==> src/rtl/xmg_pkg.sv <==
package xmg_pkg;

    localparam int OP_W = 8;

    typedef enum logic [1:0] {
        GATE_IDLE  = 2'd0,
        GATE_ARMED = 2'd1,
        GATE_XFER  = 2'd2
    } gate_state_e;

    // External data move opcodes: 111x_00yz with yz != 01
    function automatic logic is_ext_move(input logic [OP_W-1:0] op);
        return (op[7:5] == 3'b111) && (op[3:2] == 2'b00) && (op[1:0] != 2'b01);
    endfunction

endpackage

==> src/rtl/xmg_sync.sv <==
module xmg_sync #(
    parameter int   STAGES  = 2,
    parameter logic RST_VAL = 1'b0
) (
    input  logic clk,
    input  logic rst_n,
    input  logic async_i,
    output logic sync_o
);

    logic [STAGES-1:0] chain_d;
    logic [STAGES-1:0] chain_q;

    generate
        if (STAGES == 1) begin : g_single
            always_comb chain_d = async_i;
        end else begin : g_chain
            always_comb chain_d = {chain_q[STAGES-2:0], async_i};
        end
    endgenerate

    always_ff @(posedge clk or negedge rst_n) begin
        if (!rst_n) chain_q <= {STAGES{RST_VAL}};
        else        chain_q <= chain_d;
    end

    assign sync_o = chain_q[STAGES-1];

endmodule

==> src/rtl/xmg_bus_capture.sv <==
module xmg_bus_capture
    import xmg_pkg::*;
#(
    parameter int STAGES = 2
) (
    input  logic            clk,
    input  logic            rst_n,
    input  logic            ale_i,
    input  logic            psen_n_i,
    input  logic            rd_n_i,
    input  logic            wr_n_i,
    input  logic [OP_W-1:0] data_i,
    output logic            ale_s,
    output logic            psen_n_s,
    output logic            rd_n_s,
    output logic            wr_n_s,
    output logic [OP_W-1:0] data_s
);

    localparam int         NSTROBE    = 4;
    // bit 0 address latch (idle low), bits 1..3 active-low strobes (idle high)
    localparam logic [3:0] STROBE_RST = 4'b1110;

    logic [NSTROBE-1:0] raw_vec;
    logic [NSTROBE-1:0] sync_vec;

    assign raw_vec = {wr_n_i, rd_n_i, psen_n_i, ale_i};

    generate
        for (genvar g = 0; g < NSTROBE; g++) begin : g_strobe
            xmg_sync #(
                .STAGES  (STAGES),
                .RST_VAL (STROBE_RST[g])
            ) i_sync (
                .clk     (clk),
                .rst_n   (rst_n),
                .async_i (raw_vec[g]),
                .sync_o  (sync_vec[g])
            );
        end
    endgenerate

    assign ale_s    = sync_vec[0];
    assign psen_n_s = sync_vec[1];
    assign rd_n_s   = sync_vec[2];
    assign wr_n_s   = sync_vec[3];

    // Data delayed by the same depth so it stays aligned with the fetch strobe
    logic [OP_W-1:0] dpipe_d [STAGES];
    logic [OP_W-1:0] dpipe_q [STAGES];

    always_comb begin
        dpipe_d[0] = data_i;
        for (int i = 1; i < STAGES; i++) dpipe_d[i] = dpipe_q[i-1];
    end

    always_ff @(posedge clk or negedge rst_n) begin
        if (!rst_n) begin
            for (int i = 0; i < STAGES; i++) dpipe_q[i] <= '0;
        end else begin
            for (int i = 0; i < STAGES; i++) dpipe_q[i] <= dpipe_d[i];
        end
    end

    assign data_s = dpipe_q[STAGES-1];

endmodule

==> src/rtl/xmg_fetch_detect.sv <==
module xmg_fetch_detect
    import xmg_pkg::*;
(
    input  logic            clk,
    input  logic            rst_n,
    input  logic            ale_s,
    input  logic            psen_n_s,
    input  logic [OP_W-1:0] data_s,
    output logic            fetch_hit
);

    typedef struct packed {
        logic psen_prev;
        logic ale_seen;
    } det_t;

    det_t det_d, det_q;
    logic fetch_end;

    always_comb begin
        det_d     = det_q;
        fetch_end = psen_n_s && !det_q.psen_prev;
        fetch_hit = fetch_end && det_q.ale_seen && is_ext_move(data_s);
        det_d.psen_prev = psen_n_s;
        if (fetch_end)  det_d.ale_seen = 1'b0;
        else if (ale_s) det_d.ale_seen = 1'b1;
    end

    always_ff @(posedge clk or negedge rst_n) begin
        if (!rst_n) det_q <= '{psen_prev: 1'b1, ale_seen: 1'b0};
        else        det_q <= det_d;
    end

    AST_HIT_IS_PULSE: assert property (@(posedge clk) disable iff (!rst_n)
        fetch_hit |=> !fetch_hit);
    AST_FETCH_CONSUMES_ALE: assert property (@(posedge clk) disable iff (!rst_n)
        (fetch_end && !ale_s) |=> !det_q.ale_seen);

endmodule

==> src/rtl/xmg_permit_fsm.sv <==
module xmg_permit_fsm
    import xmg_pkg::*;
#(
    parameter int TIMEOUT = 31
) (
    input  logic clk,
    input  logic rst_n,
    input  logic fetch_hit,
    input  logic rd_n_s,
    input  logic wr_n_s,
    output logic dma_ok
);

    localparam int            CW   = (TIMEOUT > 1) ? $clog2(TIMEOUT) : 1;
    localparam logic [CW-1:0] LAST = CW'(TIMEOUT - 1);

    typedef struct packed {
        gate_state_e   st;
        logic [CW-1:0] cnt;
        logic          ok;
    } fsm_t;

    localparam fsm_t FSM_RST = '{st: GATE_IDLE, cnt: '0, ok: 1'b1};

    fsm_t fsm_d, fsm_q;
    logic strobe;

    always_comb begin
        fsm_d  = fsm_q;
        strobe = !rd_n_s || !wr_n_s;
        unique case (fsm_q.st)
            GATE_IDLE: begin
                if (fetch_hit) begin
                    fsm_d.st  = GATE_ARMED;
                    fsm_d.cnt = '0;
                    fsm_d.ok  = 1'b0;
                end
            end
            GATE_ARMED: begin
                if (strobe) begin
                    fsm_d.st  = GATE_XFER;
                    fsm_d.cnt = '0;
                end else if (fetch_hit) begin
                    fsm_d.cnt = '0;
                end else if (fsm_q.cnt == LAST) begin
                    fsm_d.st  = GATE_IDLE;
                    fsm_d.cnt = '0;
                    fsm_d.ok  = 1'b1;
                end else begin
                    fsm_d.cnt = fsm_q.cnt + 1'b1;
                end
            end
            GATE_XFER: begin
                if (!strobe) begin
                    fsm_d.st = GATE_IDLE;
                    fsm_d.ok = 1'b1;
                end
            end
            default: fsm_d = FSM_RST;
        endcase
    end

    always_ff @(posedge clk or negedge rst_n) begin
        if (!rst_n) fsm_q <= FSM_RST;
        else        fsm_q <= fsm_d;
    end

    assign dma_ok = fsm_q.ok;

    AST_DROP_ON_HIT: assert property (@(posedge clk) disable iff (!rst_n)
        (fsm_q.st == GATE_IDLE && fetch_hit) |=> !dma_ok);
    AST_TIMER_RANGE: assert property (@(posedge clk) disable iff (!rst_n)
        fsm_q.cnt <= LAST);
    AST_HOLD_IN_STROBE: assert property (@(posedge clk) disable iff (!rst_n)
        (fsm_q.st != GATE_IDLE && strobe) |=> !dma_ok);
    AST_RELEASE_AFTER_STROBE: assert property (@(posedge clk) disable iff (!rst_n)
        (fsm_q.st == GATE_XFER && !strobe) |=> dma_ok);
    AST_RESTART_ON_HIT: assert property (@(posedge clk) disable iff (!rst_n)
        (fsm_q.st == GATE_ARMED && fetch_hit && !strobe) |=> (fsm_q.cnt == '0));

endmodule

==> src/rtl/xmg_gate.sv <==
module xmg_gate
    import xmg_pkg::*;
#(
    parameter int SYNC_STAGES = 2,
    parameter int TIMEOUT     = 31
) (
    input  logic            clk,
    input  logic            rst_n,
    input  logic            ale_i,
    input  logic            psen_n_i,
    input  logic            rd_n_i,
    input  logic            wr_n_i,
    input  logic [OP_W-1:0] bus_data_i,
    output logic            dma_ok_o
);

    logic            ale_s;
    logic            psen_n_s;
    logic            rd_n_s;
    logic            wr_n_s;
    logic [OP_W-1:0] data_s;
    logic            fetch_hit;

    xmg_bus_capture #(.STAGES(SYNC_STAGES)) i_capture (
        .clk      (clk),
        .rst_n    (rst_n),
        .ale_i    (ale_i),
        .psen_n_i (psen_n_i),
        .rd_n_i   (rd_n_i),
        .wr_n_i   (wr_n_i),
        .data_i   (bus_data_i),
        .ale_s    (ale_s),
        .psen_n_s (psen_n_s),
        .rd_n_s   (rd_n_s),
        .wr_n_s   (wr_n_s),
        .data_s   (data_s)
    );

    xmg_fetch_detect i_detect (
        .clk       (clk),
        .rst_n     (rst_n),
        .ale_s     (ale_s),
        .psen_n_s  (psen_n_s),
        .data_s    (data_s),
        .fetch_hit (fetch_hit)
    );

    xmg_permit_fsm #(.TIMEOUT(TIMEOUT)) i_fsm (
        .clk       (clk),
        .rst_n     (rst_n),
        .fetch_hit (fetch_hit),
        .rd_n_s    (rd_n_s),
        .wr_n_s    (wr_n_s),
        .dma_ok    (dma_ok_o)
    );

    AST_IDLE_HOLDS: assert property (@(posedge clk) disable iff (!rst_n)
        (dma_ok_o && !fetch_hit) |=> dma_ok_o);

endmodule

==> config.mk <==
export PLATFORM = sky130hd
export DESIGN_NAME = xmg_gate
export DESIGN_NICKNAME = d
export VERILOG_FILES = /design/src/rtl/xmg_pkg.sv /design/src/rtl/xmg_sync.sv /design/src/rtl/xmg_bus_capture.sv /design/src/rtl/xmg_fetch_detect.sv /design/src/rtl/xmg_permit_fsm.sv /design/src/rtl/xmg_gate.sv
export SDC_FILE = /design/constraint.sdc
export NUM_CORES = 1
export LEC_CHECK = 0
export BUFFER_PORTS_ARGS = -buffer_cell sky130_fd_sc_hd__buf_2
export CAP_MARGIN = 20
export CELL_PAD_IN_SITES_DETAIL_PLACEMENT = 1
export CELL_PAD_IN_SITES_GLOBAL_PLACEMENT = 1
export CORE_UTILIZATION = 35
export CTS_CLUSTER_DIAMETER = 150
export DETAILED_ROUTE_END_ITERATION = 8
export PLACE_DENSITY_LB_ADDON = 0.1
export SLEW_MARGIN = 10
export SYNTH_ARGS = -nofsm -noshare
export SYNTH_HDL_FRONTEND = slang
export SYNTH_HIERARCHICAL = 1
export SYNTH_SLANG_ARGS = --single-unit
==> constraint.sdc <==
create_clock -name clk -period 1.8 [get_ports clk]
set_clock_uncertainty 0.2 [all_clocks]
set_input_delay 0.09 -clock clk [delete_from_list [all_inputs] [get_ports clk]]
set_output_delay 0.09 -clock clk [all_outputs]
set_load 0.03 [all_outputs]
==> impl_metrics.toml, run 1 <==
[logic_synthesis]
syn_nets = 95
syn_area_sq_um = 1131
synth.avg_cell_area_sq_um = 14.32
synthCells = 79
yosys_warnings = 6

[cells_and_area]
antenna_cells = 0
drive_above_1_share_pct = 32.14
fin_area_sq_um = 1471
nets = 127
fill_cells = 324
syn2layout_area_growth_pct = 30.09
finalNonFillerCells = 156

[timing]
slew_headroom_pct = 53.50
rsz0062_at_grt = "false"
tns_ns = 0
final-hold-violation-count = 0
worst-slew-pin-transition_ns = 0.6976
max_freq_mhz = 603.9
setup-violations-final = 0
drv_slew = 0
fin_crit_sh_pct = 92.00
period_minus_slack_ns = 1.656
setup_ws_ns = 0.1441

[pwr]
clock_power_share_pct = 36.6
p_total_uw = 1638
ir_worst_vdd_v = 0.0006040
switching_share_pct = 23.30
switchingPower_uw = 381.6
comb_power_share_pct = 11.4
p_leak_uw = 0.0006398
internal_power_uw = 1257
pwr_density_cell_nw_per_um2 = 1113
power_frac_seq_pct = 51.9

[worst_setup_path]
rrSetupSlack_ns = 0.14
max_stage_delay_ns = 0.54
reg2reg_depth = 5
cp_slowest_cell = "dfstp_2"
worst_ep_arrival_time_ns = 1.68
crit_required_ns = 1.83
cp_max_fo = 5
r2r-start = "i_detect/det_q[1]"
worstPathCellList = "nand4b_1 -> nor3_2 -> and3b_2 -> nand3_2 -> o311ai_2"
end_kind = "register"
criticalPathCategory = "register to register"
cp-start-kind = "register"
rr_endpoint = "i_fsm/fsm_q[3]"

[clock_network]
cts.path.max_buffers = 2
root_buffer = "clkbuf_4"
clock_latency_ns = 0.31
clkSinkCount = 32
cts_buffers = 5
cts_tree = "built"
htree_levels = 2
clkTransAtPathRegs_ns = 0.10

[placement]
dp_worst_setup_slack_ns = 0.03836
io_buffer_count = 13
post_dp_cell_area_sq_um = 1251
place_inst = 136
gp_congestion = 0.7067
dp_hpwl_mm = 1.288

[global_route]
grt_pass1_vias = 809
gr-total-overflow = 0
track_usage_pct = 13.51
grt_start_max_net_pins = 33
antenna_found_initial = 0
grt_pass1_wl_mm = 3.346

[floorplanning]
die_y_um = 58.85
start_util_pct = 37.05
die_x_um = 58.85
fp.coreArea_sq_um = 3053
ios = 15
num_rows = 20
die_area_sq_um = 3463

[hold_path]
min_from = "i_capture/dpipe_d[2]"
hp-class = "register to register"
holdPathStages = 0
holdPathEnd = "i_capture/data_s[2]"

[drt]
first_pass_iters = 2
viasPerCell = 4.622
antenna_left = 0
vias = 721
drc = 0
drt_iter0_markers = 19
wl_per_cell_um = 12.68
routed_wl_mm = 1.978

[outcome]
run_status = "complete, no violations"

[flow_run]
drv_cap = 0
power groups by stage:
stage | logic [uW] | clock network, uW | registers, uW
floorplan | 111 | 0 | 862
global placement | 162 | 0 | 863
detailed placement | 169 | 0 | 866
CTS | 190 | 622 | 853
global route | 209 | 640 | 864
finish | 187 | 600 | 851
cells in the final DEF, fill, tap and decap left out, types with 3 or more instances in the layout:
| cell type | count |
|---|---|
| a21oi_1 | 4 |
| clkbuf_4 | 5 |
| dfrtp_1 | 24 |
| nand3_1 | 4 |
| buf_2 | 13 |
| o21ai_0 | 3 |
| inv_1 | 6 |
| dlygate4sd3_1 | 12 |
| dfstp_2 | 8 |
routing by layer:
| layer | wire [um] | vias up | track usage (%) | part of all wire [%] |
|---|---|---|---|---|
| met4 | 19 | 0 | 8.503 | 0.96 |
| met3 | 63 | 2 | 4.176 | 3.2 |
| met5 | 0 | - | 0 | 0 |
| met2 | 1029 | 16 | 23.54 | 52 |
| met1 | 866 | 365 | 14.08 | 44 |
| li1 | - | 338 | - | - |
final cells by class:
type	count	area [sq um]	share of cell area, %
Timing Repair Buffer	26	192.7	13.10
Tap cell	44	55.05	3.741
Sequential cell	32	810.8	55.10
Inverter	6	22.52	1.531
Clock buffer	7	65.06	4.422
Clock inverter	1	30.03	2.041
Multi-Input combinational cell	40	295.3	20.07
repair_timing:
action	4_1_cts	5_1_grt
endpoints found under the setup margin	0	5
gates resized for setup	0	1
endpoints found under the hold margin	35	0
hold buffers	12	0
buffers inserted	0	0
worst max path at each step:
stage	start	endpoint	slack (ns)	cells past startpoint
global route	i_detect/det_q[1]	i_fsm/fsm_q[3]	0.03	5
finish	i_detect/det_q[1]	i_fsm/fsm_q[3]	0.14	5
floorplan	i_capture/g_strobe[1].i_sync/chain_q[1]	i_fsm/fsm_q[4]	0.05	5
CTS	i_capture/g_strobe[1].i_sync/chain_q[1]	i_fsm/fsm_q[4]	0.02	5
global placement	i_capture/g_strobe[1].i_sync/chain_q[1]	i_fsm/fsm_q[3]	0.06	6
detailed placement	i_capture/g_strobe[1].i_sync/chain_q[1]	i_fsm/fsm_q[4]	0.04	5
registers in the layout, summed over array words and instances (netlist names):
register	cells
i_capture/dpipe_d	7
i_fsm/dma_ok	1
i_detect/det_q	2
i_fsm/fsm_q	7
i_capture/g_strobe.i_sync/chain_q	8
i_capture/data_s	7
stage by stage:
stage | hold slack, ns | utilization [%]
6_report | 0.1541 | 48.20
5_1_grt | 0.1654 | 48.20
4_1_cts | 0.1581 | 48.03
3_5_place_dp | -0.01619 | 40.98
3_3_place_gp | -0.03754 | 40.98
2_1_floorplan | -0.4056 | -
critical path: cells and delay by family, from the launching register on:
kind / cells / cell delay [ns]
AND/OR/NAND/NOR: 4 / 0.60
flip-flops: 1 / 0.54
AO/OA/AOI/OAI: 1 / 0.23
(Power assumes the default switching activity.)
==> run 2: changes to the inputs <==
--- a/config.mk
+++ b/config.mk
@@ -5,6 +5,7 @@
 export SDC_FILE = /design/constraint.sdc
 export NUM_CORES = 1
 export LEC_CHECK = 0
+export ABC_AREA = 1
 export BUFFER_PORTS_ARGS = -buffer_cell sky130_fd_sc_hd__buf_2
 export CAP_MARGIN = 20
 export CELL_PAD_IN_SITES_DETAIL_PLACEMENT = 1
==> run 2 against run 1 <==
  * Clock power about the same
  * Cell count up 14%
  * Critical path type unchanged
  * Synthesized cell count up 25%
  * Synthesized area up 2.0%
  * Critical path depth up 5
  * Fmax down 1.2%
  * Combinational power up 78%
  * Design area up 4.8%
  * Worst setup slack worse by 0.020 ns
==> impl_metrics.toml, run 2 <==
[outcome]
run_status = "complete, no violations"

[cells_and_area]
largest_reg_flops = 8
layout_common_cells = "24 x dfrtp_1, 18 x nand2_1, 13 x buf_2"
mostFrequentLayoutCell = "dfrtp_1"
final_util_pct = 50.08
syn2layout_area_growth_pct = 33.62
finalNonFillerCells = 178
fin_area_sq_um = 1541
fill_cells = 340
antenna_cells = 0
drive_above_1_share_pct = 33.58
nets = 149
top_register = "i_capture/g_strobe.i_sync/chain_q"

[flow_run]
drv_cap = 0

[logic_synthesis]
yosys_warnings = 6
syn_area_sq_um = 1154
syn_nets = 115
synth.avg_cell_area_sq_um = 11.65
synthCells = 99

[timing]
max_freq_mhz = 596.6
fin_crit_sh_pct = 93.13
worst-slew-pin-transition_ns = 0.6753
period_minus_slack_ns = 1.676
final-hold-violation-count = 0
tns_ns = 0
drv_slew = 0
setup-violations-final = 0
slew_headroom_pct = 54.98

[pwr]
p_leak_uw = 0.0007441
pwr_density_cell_nw_per_um2 = 1169
power_frac_seq_pct = 48.1
p_total_uw = 1802
internal_power_uw = 1298
switching_share_pct = 27.96
ir_worst_vdd_v = 0.0006145
comb_power_share_pct = 18.5
clock_power_share_pct = 33.4
switchingPower_uw = 503.8

[drt]
wl_per_cell_um = 10.87
drc = 0
antenna_left = 0
vias = 771
viasPerCell = 4.331
routed_wl_mm = 1.935
first_pass_iters = 4
drt_iter0_markers = 16

[worst_setup_path]
cp-start-kind = "register"
end_kind = "register"
criticalPathCategory = "register to register"
crit_required_ns = 1.86
cp_max_fo = 3
worst_ep_arrival_time_ns = 1.74

[floorplanning]
die_x_um = 59.41
num_rows = 20
ios = 15
die_area_sq_um = 3530
die_y_um = 59.41
fp.coreArea_sq_um = 3078
start_util_pct = 37.48

[clock_network]
clkTransAtPathRegs_ns = 0.10
cts_buffers = 5
root_buffer = "clkbuf_4"
clkSinkCount = 32
cts_tree = "built"
htree_levels = 2
clock_latency_ns = 0.32
cts.path.max_buffers = 2

[hold_path]
hp-class = "primary input to asynchronous set/reset pin"

[placement]
post_dp_cell_area_sq_um = 1281
place_inst = 157
gp_congestion = 0.7559
io_buffer_count = 13
dp_hpwl_mm = 1.305

[global_route]
grt_pass1_vias = 825
track_usage_pct = 14.15
grt_start_max_net_pins = 33
grt_pass1_wl_mm = 3.470
gr-total-overflow = 0
antenna_found_initial = 0
## run 2: area by class of cell
type                       count  area [sq um]  area share [%]
sequential                    32         810.8           52.60
multi-input combinational     53         327.8           21.27
timing repair buffer          27         200.2           12.99
clock buffer                   7         65.06           4.221
tap                           44         55.05           3.571
inverter                      14         52.55           3.409
clock inverter                 1         30.03           1.948
## run 2: timing repair
action	4_1_cts	5_1_grt
gates resized for setup	0	10
setup endpoints to repair	0	3
hold endpoints to repair	36	0
setup buffers	0	2
hold buffers	12	0
## run 2: metrics by stage
stage,setup WS [ns],hold slack (ns)
global route,-0.009615,0.1595
floorplan,0.04942,-0.4056
finish,0.1237,0.1260
global placement,0.1276,-0.02811
detailed placement,0.05751,-0.02930
CTS,0.04747,0.1384
## run 2: metal layers
metal  wire length (um)  track usage, %
met1                837           14.79
met2               1015           24.24
met3                 66           6.550
met4                 17           6.122
met5                  0               0
## run 2: worst paths after layout
| path | from | end | slack [ns] | cells past startpoint |
|---|---|---|---|---|
| setup / recovery | i_capture/g_strobe[1].i_sync/chain_q[1] | i_fsm/fsm_q[5] | 0.12 | 10 |
| hold / removal | rst_n | i_fsm/fsm_q[6] | 0.13 | 2 |
| setup reg to reg | i_capture/g_strobe[1].i_sync/chain_q[1] | i_fsm/fsm_q[5] | 0.12 | 10 |
| hold reg to reg | i_capture/g_strobe[0].i_sync/chain_q[0] | i_capture/g_strobe[0].i_sync/chain_q[1] | 0.16 | 0 |
| max in group asynchronous | rst_n | i_capture/dpipe_d[6] | 0.83 | 2 |
| min in group clk | i_capture/g_strobe[0].i_sync/chain_q[0] | i_capture/g_strobe[0].i_sync/chain_q[1] | 0.16 | 0 |
## run 2: power groups by stage
| stage | combinational, uW | sequential, uW | clock (uW) |
|---|---|---|---|
| 5_1_grt | 380 | 881 | 651 |
| 3_5_place_dp | 296 | 878 | 0 |
| 6_report | 333 | 868 | 601 |
| 3_3_place_gp | 285 | 874 | 0 |
| 2_1_floorplan | 198 | 883 | 0 |
| 4_1_cts | 314 | 865 | 623 |
## run 2: worst max-delay path, stage by stage, from the launching register on
cell	delay (ns)
dfstp_2	0.55
inv_2	0.04
nor2_4	0.11
nand3_2	0.10
nor2_4	0.12
inv_2	0.07
o21ai_4	0.17
nand3_2	0.08
nand2_1	0.07
nand2_1	0.05
nor2_1	0.08
==> run 3: changes to the inputs <==
--- a/config.mk
+++ b/config.mk
@@ -10,7 +10,7 @@
 export CAP_MARGIN = 20
 export CELL_PAD_IN_SITES_DETAIL_PLACEMENT = 1
 export CELL_PAD_IN_SITES_GLOBAL_PLACEMENT = 1
-export CORE_UTILIZATION = 35
+export CORE_UTILIZATION = 40
 export CTS_CLUSTER_DIAMETER = 150
 export DETAILED_ROUTE_END_ITERATION = 8
 export PLACE_DENSITY_LB_ADDON = 0.1
==> run 3 against run 2 <==
  * Critical path depth unchanged
  * Register-to-register slack barely moved
  * Combinational power about the same
  * Flip-flop and latch count stayed put
  * Highest routed layer unchanged
  * Sequential power is essentially flat
  * Critical endpoint unchanged
  * Die area fell by 12%
  * First-iteration DRC count shrank 31%
  * Cell count is 7.3% lower
==> impl_metrics.toml, run 3 (synthesized netlist as in run 2, its figures left out) <==
[floorplanning]
die_y_um = 55.71
die_x_um = 55.71
fp.coreArea_sq_um = 2734
ios = 15
start_util_pct = 42.20
die_area_sq_um = 3103
num_rows = 19

[cells_and_area]
nets = 149
fin_area_sq_um = 1528
largest_reg_flops = 8
layout_common_cells = "24 x dfrtp_1, 16 x nand2_1, 13 x buf_2"
antenna_cells = 0
syn2layout_area_growth_pct = 32.43
drive_above_1_share_pct = 35.07
mostFrequentLayoutCell = "dfrtp_1"
finalNonFillerCells = 165
top_register = "i_capture/g_strobe.i_sync/chain_q"

[timing]
setup-violations-final = 0
max_freq_mhz = 598.2
tns_ns = 0
fin_crit_sh_pct = 92.88
final-hold-violation-count = 0
rsz0062_at_grt = "false"
slew_headroom_pct = 55.32
drv_slew = 0
worst-slew-pin-transition_ns = 0.6702
period_minus_slack_ns = 1.672

[worst_setup_path]
cp-start-kind = "register"
startpoint = "i_capture/g_strobe[1].i_sync/chain_q[1]"
worstPathCellList = "inv_2 -> nor2_4 -> nand3_2 -> nor2_4 -> inv_2 -> o21ai_4 -> nand3_2 -> nand2_2 -> nand2_2 -> nor2_2"
cp.depth = 10
crit_required_ns = 1.87
reg2reg_depth = 10
worst_ep_arrival_time_ns = 1.74
end_kind = "register"
critPathTopFamily = "simple AND/OR/NAND/NOR gates"
r2r-start = "i_capture/g_strobe[1].i_sync/chain_q[1]"
max_stage_delay_ns = 0.55
cp_max_fo = 3
cp.buffers_inverters = 2
cp_slowest_cell = "dfstp_2"
criticalPathCategory = "register to register"

[flow_run]
drv_cap = 0

[pwr]
p_leak_uw = 0.0007408
ir_worst_vdd_v = 0.0007589
pwr_density_cell_nw_per_um2 = 1181

[placement]
gp_congestion = 0.7173
dp_hpwl_mm = 1.283
io_buffer_count = 13
post_dp_cell_area_sq_um = 1265
place_inst = 144

[global_route]
grt_start_max_net_pins = 33
track_usage_pct = 14.72
gr-total-overflow = 0
grt_pass1_wl_mm = 3.394
grt_pass1_vias = 807
antenna_found_initial = 0

[drt]
viasPerCell = 4.600
vias = 759
drt_iter0_markers = 11
wl_per_cell_um = 11.90
drc = 0
routed_wl_mm = 1.963
antenna_left = 0
first_pass_iters = 4

[hold_path]
hp-class = "primary input to asynchronous set/reset pin"

[clock_network]
htree_levels = 2
cts_tree = "built"
clkTransAtPathRegs_ns = 0.10
clock_latency_ns = 0.32
cts.path.max_buffers = 2
clkSinkCount = 32
cts_buffers = 5
root_buffer = "clkbuf_4"

[outcome]
run_status = "complete, no violations"
## run 3: cell counts in the layout (fill, tap and decap cells not counted)
Identical to the previous run, type by type.
## run 3: per-stage QoR
| stage | utilization, % | total power, uW | setup WS [ns] | hold WS (ns) |
|---|---|---|---|---|
| 2_1_floorplan | - | 1082 | 0.04942 | -0.4056 |
| 3_3_place_gp | 46.27 | 1157 | 0.1332 | -0.04002 |
| 3_5_place_dp | 46.27 | 1175 | 0.06672 | -0.03023 |
| 4_1_cts | 54.14 | 1811 | 0.05058 | 0.1408 |
| 5_1_grt | 55.88 | 1906 | 0.01083 | 0.1531 |
| 6_report | 55.88 | 1804 | 0.1282 | 0.1255 |
## run 3: area by class of cell
type,instances,area [sq um]
Fill cell,288,1206
Sequential cell,32,810.8
Multi-Input combinational cell,53,330.3
Timing Repair Buffer,27,200.2
Clock buffer,7,65.06
Inverter,14,52.55
Tap cell,31,38.79
Clock inverter,1,30.03
## run 3: worst reg2reg max path, stage by stage (launching register included)
cell and delay (ns):
dfstp_2 0.55, inv_2 0.04, nor2_4 0.10, nand3_2 0.10, nor2_4 0.13, inv_2 0.06
o21ai_4 0.17, nand3_2 0.08, nand2_2 0.07, nand2_2 0.05, nor2_2 0.07
## run 3: repair_timing
action / 4_1_cts / 5_1_grt
endpoints found under the setup margin: 0 / 3
gates resized for setup: 0 / 12
hold endpoints to repair: 36 / 0
setup buffers: 0 / 1
hold buffers: 12 / 0
## run 3: path summary, 6_finish.rpt
check | endpoint | slack [ns]
max reg2reg | i_fsm/fsm_q[5] | 0.13
min reg2reg | i_capture/data_s[6] | 0.15
max in group asynchronous | i_fsm/fsm_q[1] | 0.83
min in group clk | i_capture/data_s[6] | 0.15
min | i_fsm/fsm_q[5] | 0.13
max | i_fsm/fsm_q[5] | 0.13
## run 3: power breakdown
group	internal (uW)	leakage, uW	switching, uW
logic	127	0.000312	206
registers	802	0.000377	66.3
clock network	369	0.0000515	235
## run 3: routing by layer
layer / up-vias / GRT usage [%] / part of all wire [%]
met5: - / 0 / 0
met4: 0 / 5.357 / 1.2
met3: 4 / 5.581 / 3.6
met2: 14 / 25.30 / 51
met1: 361 / 16.64 / 44
li1: 380 / - / -
